`src/rtl/rxring_pkg.sv`:
```
package rxring_pkg;
  localparam int PAGE_W   = 8;
  localparam int OFF_W    = 8;
  localparam int ADDR_W   = PAGE_W + OFF_W;
  localparam int LEN_W    = 16;
  localparam int HDR_LEN  = 4;
  localparam int HIDX_W   = $clog2(HDR_LEN);
  localparam int ST_INTACT = 0;
  localparam int ST_GROUP  = 5;

  typedef enum logic [1:0] {
    RS_IDLE = 2'd0,
    RS_BODY = 2'd1,
    RS_DROP = 2'd2,
    RS_HDR  = 2'd3
  } rs_state_e;
endpackage

```
`src/rtl/rxring_step.sv`:
```
module rxring_step #(
  parameter int PW = 8
) (
  input  logic [PW-1:0] page,
  input  logic [PW-1:0] first,
  input  logic [PW-1:0] limit,
  output logic [PW-1:0] nxt
);
  logic [PW:0] inc;
  always_comb begin
    inc = {1'b0, page} + {{PW{1'b0}}, 1'b1};
    if (inc >= {1'b0, limit}) nxt = first;
    else                      nxt = inc[PW-1:0];
  end
endmodule

```
`src/rtl/rxring_cnt.sv`:
```
module rxring_cnt #(
  parameter int W = 16
) (
  input  logic         clk,
  input  logic         rst_n,
  input  logic         load,
  input  logic         inc,
  output logic [W-1:0] cnt
);
  always_ff @(posedge clk or negedge rst_n) begin
    if (!rst_n)    cnt <= '0;
    else if (load) cnt <= {{(W-1){1'b0}}, 1'b1};
    else if (inc)  cnt <= cnt + {{(W-1){1'b0}}, 1'b1};
  end
endmodule

```
`src/rtl/rxring_hdr.sv`:
```
module rxring_hdr
  import rxring_pkg::*;
#(
  parameter int PW = PAGE_W
) (
  input  logic [HIDX_W-1:0] idx,
  input  logic [7:0]        status,
  input  logic [PW-1:0]     next_pg,
  input  logic [LEN_W-1:0]  len,
  output logic [7:0]        hbyte
);
  localparam int NLEN = LEN_W / 8;
  logic [7:0] fields [HDR_LEN];

  assign fields[0] = status;
  assign fields[1] = 8'(next_pg);
  for (genvar g = 0; g < NLEN; g++) begin : g_len
    assign fields[2+g] = len[8*g +: 8];
  end

  assign hbyte = fields[idx];
endmodule

```
`src/rtl/rxring_mgr.sv`:
```
module rxring_mgr
  import rxring_pkg::*;
(
  input  logic              clk,
  input  logic              rst_n,
  input  logic              ring_init,
  input  logic [PAGE_W-1:0] pg_start,
  input  logic [PAGE_W-1:0] pg_stop,
  input  logic              bnd_we,
  input  logic [PAGE_W-1:0] bnd_wdata,
  input  logic              ovw_clr,
  input  logic              rx_valid,
  output logic              rx_ready,
  input  logic [7:0]        rx_data,
  input  logic              rx_last,
  input  logic              rx_err,
  input  logic              rx_bcast,
  output logic              mem_we,
  output logic [ADDR_W-1:0] mem_addr,
  output logic [7:0]        mem_wdata,
  output logic [PAGE_W-1:0] curr_page,
  output logic [PAGE_W-1:0] bnd_page,
  output logic              pkt_rcvd,
  output logic              ovw_flag
);
  rs_state_e         state;
  logic              armed;
  logic [PAGE_W-1:0] wr_pg, eff_pg, step_pg, nxt_q;
  logic [OFF_W-1:0]  wr_off, eff_off;
  logic [7:0]        stat_q, stat_n, hbyte;
  logic [HIDX_W-1:0] hidx;
  logic [LEN_W-1:0]  flen;
  logic              acc, in_body, hdr_phase, off_end;

  assign in_body   = (state == RS_BODY);
  assign hdr_phase = (state == RS_HDR);
  assign rx_ready  = armed && !hdr_phase;
  assign acc       = rx_valid && rx_ready;
  assign eff_pg    = in_body ? wr_pg  : curr_page;
  assign eff_off   = in_body ? wr_off : OFF_W'(HDR_LEN);
  assign off_end   = (eff_off == {OFF_W{1'b1}});

  always_comb begin
    stat_n            = '0;
    stat_n[ST_INTACT] = 1'b1;
    stat_n[ST_GROUP]  = rx_bcast;
  end

  rxring_step #(.PW(PAGE_W)) u_step (
    .page (eff_pg),
    .first(pg_start),
    .limit(pg_stop),
    .nxt  (step_pg)
  );

  rxring_cnt #(.W(LEN_W)) u_cnt (
    .clk  (clk),
    .rst_n(rst_n),
    .load (acc && (state == RS_IDLE)),
    .inc  (acc && in_body),
    .cnt  (flen)
  );

  rxring_hdr #(.PW(PAGE_W)) u_hdr (
    .idx    (hidx),
    .status (stat_q),
    .next_pg(nxt_q),
    .len    (flen),
    .hbyte  (hbyte)
  );

  always_ff @(posedge clk or negedge rst_n) begin
    if (!rst_n) begin
      state     <= RS_IDLE;
      armed     <= 1'b0;
      wr_pg     <= '0;
      wr_off    <= '0;
      nxt_q     <= '0;
      stat_q    <= '0;
      hidx      <= '0;
      curr_page <= '0;
      bnd_page  <= '0;
      ovw_flag  <= 1'b0;
      pkt_rcvd  <= 1'b0;
      mem_we    <= 1'b0;
      mem_addr  <= '0;
      mem_wdata <= '0;
    end else begin
      pkt_rcvd <= 1'b0;
      mem_we   <= 1'b0;
      if (ring_init) begin
        armed     <= 1'b1;
        curr_page <= pg_start;
        bnd_page  <= pg_stop - PAGE_W'(1);
        ovw_flag  <= 1'b0;
        state     <= RS_IDLE;
        hidx      <= '0;
      end else begin
        if (bnd_we)  bnd_page <= bnd_wdata;
        if (ovw_clr) ovw_flag <= 1'b0;
        unique case (state)
          RS_IDLE, RS_BODY: begin
            if (acc) begin
              mem_we    <= 1'b1;
              mem_addr  <= {eff_pg, eff_off};
              mem_wdata <= rx_data;
              if (rx_last) begin
                if (rx_err) begin
                  state <= RS_IDLE;
                end else if (step_pg == bnd_page) begin
                  ovw_flag <= 1'b1;
                  state    <= RS_IDLE;
                end else begin
                  nxt_q  <= step_pg;
                  stat_q <= stat_n;
                  hidx   <= '0;
                  state  <= RS_HDR;
                end
              end else if (off_end) begin
                if (step_pg == bnd_page) begin
                  ovw_flag <= 1'b1;
                  state    <= RS_DROP;
                end else begin
                  wr_pg  <= step_pg;
                  wr_off <= '0;
                  state  <= RS_BODY;
                end
              end else begin
                wr_pg  <= eff_pg;
                wr_off <= eff_off + OFF_W'(1);
                state  <= RS_BODY;
              end
            end
          end
          RS_DROP: begin
            if (acc && rx_last) state <= RS_IDLE;
          end
          RS_HDR: begin
            mem_we    <= 1'b1;
            mem_addr  <= {curr_page, OFF_W'(hidx)};
            mem_wdata <= hbyte;
            hidx      <= hidx + HIDX_W'(1);
            if (hidx == HIDX_W'(HDR_LEN - 1)) begin
              curr_page <= nxt_q;
              pkt_rcvd  <= 1'b1;
              state     <= RS_IDLE;
            end
          end
          default: state <= RS_IDLE;
        endcase
      end
    end
  end
endmodule

```
`config.mk`:
```
export PLATFORM = sky130hd
export DESIGN_NAME = rxring_mgr
export DESIGN_NICKNAME = d
export VERILOG_FILES = /design/src/rtl/rxring_pkg.sv /design/src/rtl/rxring_step.sv /design/src/rtl/rxring_cnt.sv /design/src/rtl/rxring_hdr.sv /design/src/rtl/rxring_mgr.sv
export SDC_FILE = /design/constraint.sdc
export NUM_CORES = 1
export LEC_CHECK = 0
export ABC_AREA = 0
export BUFFER_PORTS_ARGS = -buffer_cell sky130_fd_sc_hd__buf_2
export CAP_MARGIN = 25
export CORE_MARGIN = 8
export CORE_UTILIZATION = 50
export DETAILED_ROUTE_END_ITERATION = 7
export GPL_TIMING_DRIVEN = 0
export PLACE_DENSITY_LB_ADDON = 0.15
export SYNTH_ARGS = -nofsm -noshare
export SYNTH_HDL_FRONTEND = slang
export SYNTH_SLANG_ARGS = --single-unit
```
`constraint.sdc`:
```
create_clock -name clk -period 7.25 [get_ports clk]
set_clock_uncertainty 0.15 [all_clocks]
set_input_delay 1.45 -clock clk [delete_from_list [all_inputs] [get_ports clk]]
set_output_delay 1.45 -clock clk [all_outputs]
set_load 0.02 [all_outputs]
```
After elaboration in Yosys (flattened, before gate mapping). Index checks and enable logic that the tools add are counted.

Input bits: 41. Word-level logic and storage cells: 112. Register bits: 90. Output and inout port bits: 44.

Add/sub/neg operators: 5. Equality and inequality tests: 14. Reductions and logical operators: 20. Muxes and demuxes: 51. Bitwise operators: 5. Magnitude comparators: 2.

Operator list (number): $mux 8 (15); $mux 16 (3); $pmux 16 s2 (1); $mux 2 (14); $add 16x1->16 const B (1); $bmux 8 s2 (1); $pmux 8 s2 (1); $ne 3x3->1 const B (5); $mux 1 (13); $reduce_and 5->1 (2); $reduce_bool 2->1 (5); $add 8x1->9 const B (1); $ge 9x8->1 (1); $add 8x1->8 const B (1); $eq 8x8->1 (1); $eq 8x8->1 const B (1); $sub 8x1->8 const B (1); $eq 2x2->1 const B (3); $pmux 2 s3 (1); $reduce_and 3->1 (2); $reduce_and 6->1 (1); $logic_and 1x1->1 (5); $ne 2x2->1 const B (2); $not 1->1 (4); other kinds (12) (12).

Longest topological paths before layout.
Depth after elaboration: 12. Depth in mapped cells: 26. Mapped depth without buffers: 20.

By module. A second synthesis with hierarchy kept.

Cell total of the unflattened synthesis: 507. Area, all modules: 5217.5 um2.

Modules (own cells, without submodules): rxring_mgr (times used 1, cells an instance 363, area an instance 3701.0 um2); rxring_cnt (times used 1, cells an instance 82, area an instance 874.6 um2); rxring_step (times used 1, cells an instance 52, area an instance 445.4 um2); rxring_hdr (times used 1, cells an instance 10, area an instance 196.4 um2).

Least setup slack after synthesis. Ideal clock, no wire load.

Path type: flip-flop to flip-flop. Start: reg state[1]. End: reg wr_off[1]. Setup time: 0.125 ns. Clock period less this slack: 5.566 ns. Required time: 6.975 ns. Path buffers: 4. Cell stages (with the launch flop): 25. Slack: 1.684 ns. Arrival time: 5.291 ns. Cell sequence: dfrtp_1 > buf_6 > nor2b_1 > buf_2 > clkbuf_1 > mux2i_1 > inv_1 > ha_1 > nand3_1 > xor2_1 > nor2_1 > a21oi_1 > inv_1 > ha_1 > a211o_1 > a21oi_1 > o21ai_0 > a221oi_4 > mux2_2 > a221o_1 > nor2_1 > or4b_1 > buf_4 > o21ai_4 > mux2_2.

Word-level cells in the longest chain between the ends: 8. Elaborated cells on any way between the ends: 18.

Ends and longest elaborated chain: from (decl) (line rxring_mgr.sv:26) `rs_state_e state;`; from (signal assigned) (line rxring_mgr.sv:74) `state <= RS_IDLE;`; from (signal assigned) (line rxring_mgr.sv:96) `state <= RS_IDLE;`; from (signal assigned) (line rxring_mgr.sv:109) `state <= RS_IDLE;`; $eq 2x1->1 (line rxring_mgr.sv:35, rxring_mgr.sv:101); $mux 8 (line rxring_mgr.sv:39) `assign eff_pg = in_body ? wr_pg : curr_page;`; $add 8x1->9 (line rxring_step.sv:11) `inc = {1'b0, page} + {{PW{1'b0}}, 1'b1};`; $ge 9x8->1 (line rxring_step.sv:12) `if (inc >= {1'b0, limit}) nxt = first;`; $mux 8 (line rxring_step.sv:12); $eq 8x8->1 (line rxring_mgr.sv:120) `if (step_pg == bnd_page) begin`; $ne 2x2->1 (no source line); $reduce_and 5->1 (no source line); to (signal assigned) (line rxring_mgr.sv:130) `wr_off <= eff_off + OFF_W'(1);`; to (decl) (line rxring_mgr.sv:29) `logic [OFF_W-1:0] wr_off, eff_off;`.

Parallel ways exist; a longest one is shown, timed or not. A chain may end at the register's enable or synchronous reset.

Worst setup path after layout. Same ends and word-level chain as after synthesis.

==> summary.md <==
| Metric | Value |
|---|---|
| Status | `finished clean` |
| Reg-to-Reg Start | `state[1]` |
| Sequential share of the synthesized area | `0.426` |
| CTS Buf Count | `9` |
| TNS Setup | `0 ns` |
| Mapped Avg Cell Area | `9.26 sq um` |
| Resize count post-CTS | `0` |
| Number of warnings issued by yosys | `0` |
| Largest net degree at the start of global routing | `60` |
| Fin crit share | `0.940` |
| Synth cell types | `56` |
| Initial cell density of the core | `0.512` |
| DR iter-0 viols | `365` |
| Worst slew pin tran | `0.927 ns` |
| Fillers | `934` |
| Ports | `85` |
| LEAKAGE | `2.91 nW` |
| Normalized max-slew margin | `0.377` |
| Net Count, Synth | `625` |
| MaxCap Viol Count | `0` |
| Min Tclk post-route | `6.81 ns` |
| Element type at the critical path end | `flop` |
| Post-CTS setup buffer count | `0` |
| Asr flop ratio synth | `1.00` |
| Post-detailed-route via-to-cell ratio | `5.73` |
| Die footprint | `14100 sq um` |
| First-pass GRT wire length | `24000 um` |
| # hold bufs at CTS | `0` |
| Critical path type | `flop to flop` |
| Maximum clock rate | `147 MHz` |
| Cells along the critical path | `buf_6 > nor2b_1 > buf_2 > clkbuf_1 > mux2i_1 > inv_1 > ha_1 > nand3_1 > xor2_1 > nor2_1 > a21oi_1 > inv_1 > ha_1 > a211o_1 > a21oi_1 > o21ai_0 > a221oi_4 > mux2_2 > a221o_1 > nor2_1 > or4b_1 > buf_4 > o21ai_4 > mux2_2` |
| Ant. Diodes | `0` |
| Pwr/cell area | `239 nW/um^2` |
| DP HPWL | `11400 um` |
| Synth Flop Type | `dfrtp_1` |
| CP max FO | `10` |
| Fin Hold WS | `0.325 ns` |
| Gate Count Post-Synth | `571` |
| Worst Hold Class | `flop to flop` |
| Share of cells above drive strength 1 | `0.194` |
| Seq cells post-synth | `90` |
| DRC | `0` |
| Clock Latency Late Sink | `0.37 ns` |
| PortBufs | `83` |
| Initial antenna violation count | `0` |
| CP Data Required Time | `7.35 ns` |
| CP delay by family, top | `compound AO/OA/AOI/OAI gates` |
| Crit path buffers/inverters | `6` |
| Die X | `119 um` |
| Mean routed wirelength per cell | `18.0 um` |
| Final WL | `14600 um` |
| Total track usage | `0.209` |
| CP Launch Type | `flop` |
| Post-synth EDFFs | `0` |
| # rows | `37` |
| Crit path from | `state[1]` |
| Fin nets | `720` |
| HP Start | `mem_addr[7]` |
| Final Slew Violations | `0` |
| H-tree levels | `3` |
| Die Y-Extent | `119 um` |
| Clock Path Buffers | `2` |
| Root Buffer | `clkbuf_8` |
| Critical Path AT | `6.92 ns` |
| Clock transition at path regs | `0.09 ns` |
| Crit-path slowest cell | `a221oi_4` |
| Core ar. | `10300 sq um` |
| RSZ-0062 raised after global routing | `false` |
| Finish-stage setup viols | `0` |
| Hold Violations, Final | `0` |
| Gr ovfl total | `0` |
| Synth-to-layout area growth | `15.8%` |
| CTS tree | `yes` |
| Vias in the first global route | `4754` |
| Max incr delay on CP | `0.49 ns` |
| Synthesized cell area | `5290 sq um` |
| Clock Sinks | `90` |
| Max VDD drop | `112 uV` |
| ANT nets after route | `0` |
| Drt first pass iters | `5` |
| Routed vias | `4622` |
| GP Congestion | `0.905` |
placed cells by master, fill, tap and decap left out, drive strengths merged, types with 22 or more instances in the layout:
cell	Yosys	layout
nand2	78	78
a21oi	22	22
dfrtp	90	90
buf	9	93
o21ai	59	59
nor2	38	38
nand3	28	28
mux2i	34	34
inv	24	24
clkbuf	19	30
cells in the mapped netlist (7+ instances only):
| master | number | area (sq um) |
|---|---|---|
| a21oi_1 | 22 | 110 |
| a221o_1 | 9 | 90.1 |
| and2_1 | 7 | 43.8 |
| clkbuf_1 | 19 | 71.3 |
| dfrtp_1 | 90 | 2250 |
| ha_1 | 13 | 163 |
| inv_1 | 23 | 86.3 |
| mux2_2 | 11 | 124 |
| mux2i_1 | 34 | 340 |
| nand2_1 | 78 | 293 |
| nand3_1 | 27 | 135 |
| nor2_1 | 38 | 143 |
| nor2b_1 | 7 | 43.8 |
| nor3_1 | 17 | 85.1 |
| o21ai_0 | 57 | 285 |
| o22a_1 | 7 | 61.3 |
| xnor2_1 | 12 | 105 |
| xor2_1 | 14 | 123 |
worst register-to-register path, delay by kind of cell (launching register included):
family / cells / cell delay, ns
xor gates and xnor gates: 1 / 0.17
muxes: 3 / 1.23
AOI/OAI and AO/OA: 7 / 2.13
buffers and inverters: 6 / 1.32
and+or+nand+nor: 5 / 0.84
DFF: 1 / 0.38
adders and majority gates: 2 / 0.47
routing by layer:
metal / GRT usage / part of all wire / routed length, um / up-vias
met4: 0.0775 / 0.020 / 298 / 0
met1: 0.280 / 0.46 / 6760 / 2225
li1: - / - / - / 2221
met2: 0.331 / 0.46 / 6740 / 154
met5: 0 / 0 / 0 / -
met3: 0.0368 / 0.053 / 765 / 22
cells by family (layout without fill, tap and decap cells):
family,count (synthesis),count (layout),share of synthesized area
simple gates,203,203,0.183
compound gates,137,137,0.168
flops,90,90,0.426
buf+inv,52,152,0.0464
mux,50,50,0.103
xor+xnor,26,26,0.0430
fa+ha+maj,13,13,0.0307
state kept, by name, indices dropped and copies added, names as in the netlist:
| register | cells |
|---|---|
| mem_wdata | 8 |
| ovw_flag | 1 |
| mem_we | 1 |
| curr_page | 8 |
| bnd_page | 8 |
| nxt_q | 8 |
| u_cnt.cnt | 16 |
| wr_pg | 8 |
| wr_off | 8 |
| mem_addr | 16 |
| state | 2 |
| hidx | 2 |
| stat_q | 2 |
| armed | 1 |
| pkt_rcvd | 1 |
final cells by class:
class	count	area, sq um	share of cell area
buffer	28	155	0.0253
clock buffer	11	141	0.0231
clock inverter	5	77.6	0.0127
inverter	24	90.1	0.0147
multi-input combinational	429	2790	0.456
sequential	90	2250	0.368
tap	136	170	0.0278
timing repair buffer	84	445	0.0727
worst paths after layout:
check / endpoint / depth (start not counted) / slack [ns]
min: mem_addr[7] / 2 / 0.33
max reg2reg: wr_off[1] / 24 / 0.44
min reg2reg: mem_addr[7] / 2 / 0.33
max in group asynchronous: curr_page[7] / 2 / 5.45
min in group asynchronous: mem_wdata[4] / 1 / 0.87
max: wr_off[1] / 24 / 0.44
stage by stage:
stage	cells	power [W]	area [sq um]	setup slack, ns	util
final	807	0.00146	6120	0.436	0.593
after detailed placement	791	0.00108	5910	0.544	0.572
after global routing	807	0.00154	6120	0.0832	0.593
after CTS	807	0.00146	6120	0.505	0.593
after floorplan	571	0.000928	5290	1.68	-
after global placement	790	0.00107	5880	0.639	0.569
where the power goes:
| part | leakage, nW | internal, W | switching [W] |
|---|---|---|---|
| registers | 1.13 | 0.000575 | 0.0000704 |
| logic | 1.67 | 0.000173 | 0.000256 |
| clock network | 0.109 | 0.000203 | 0.000183 |
No activity file was read; power rests on OpenSTA's default activity.
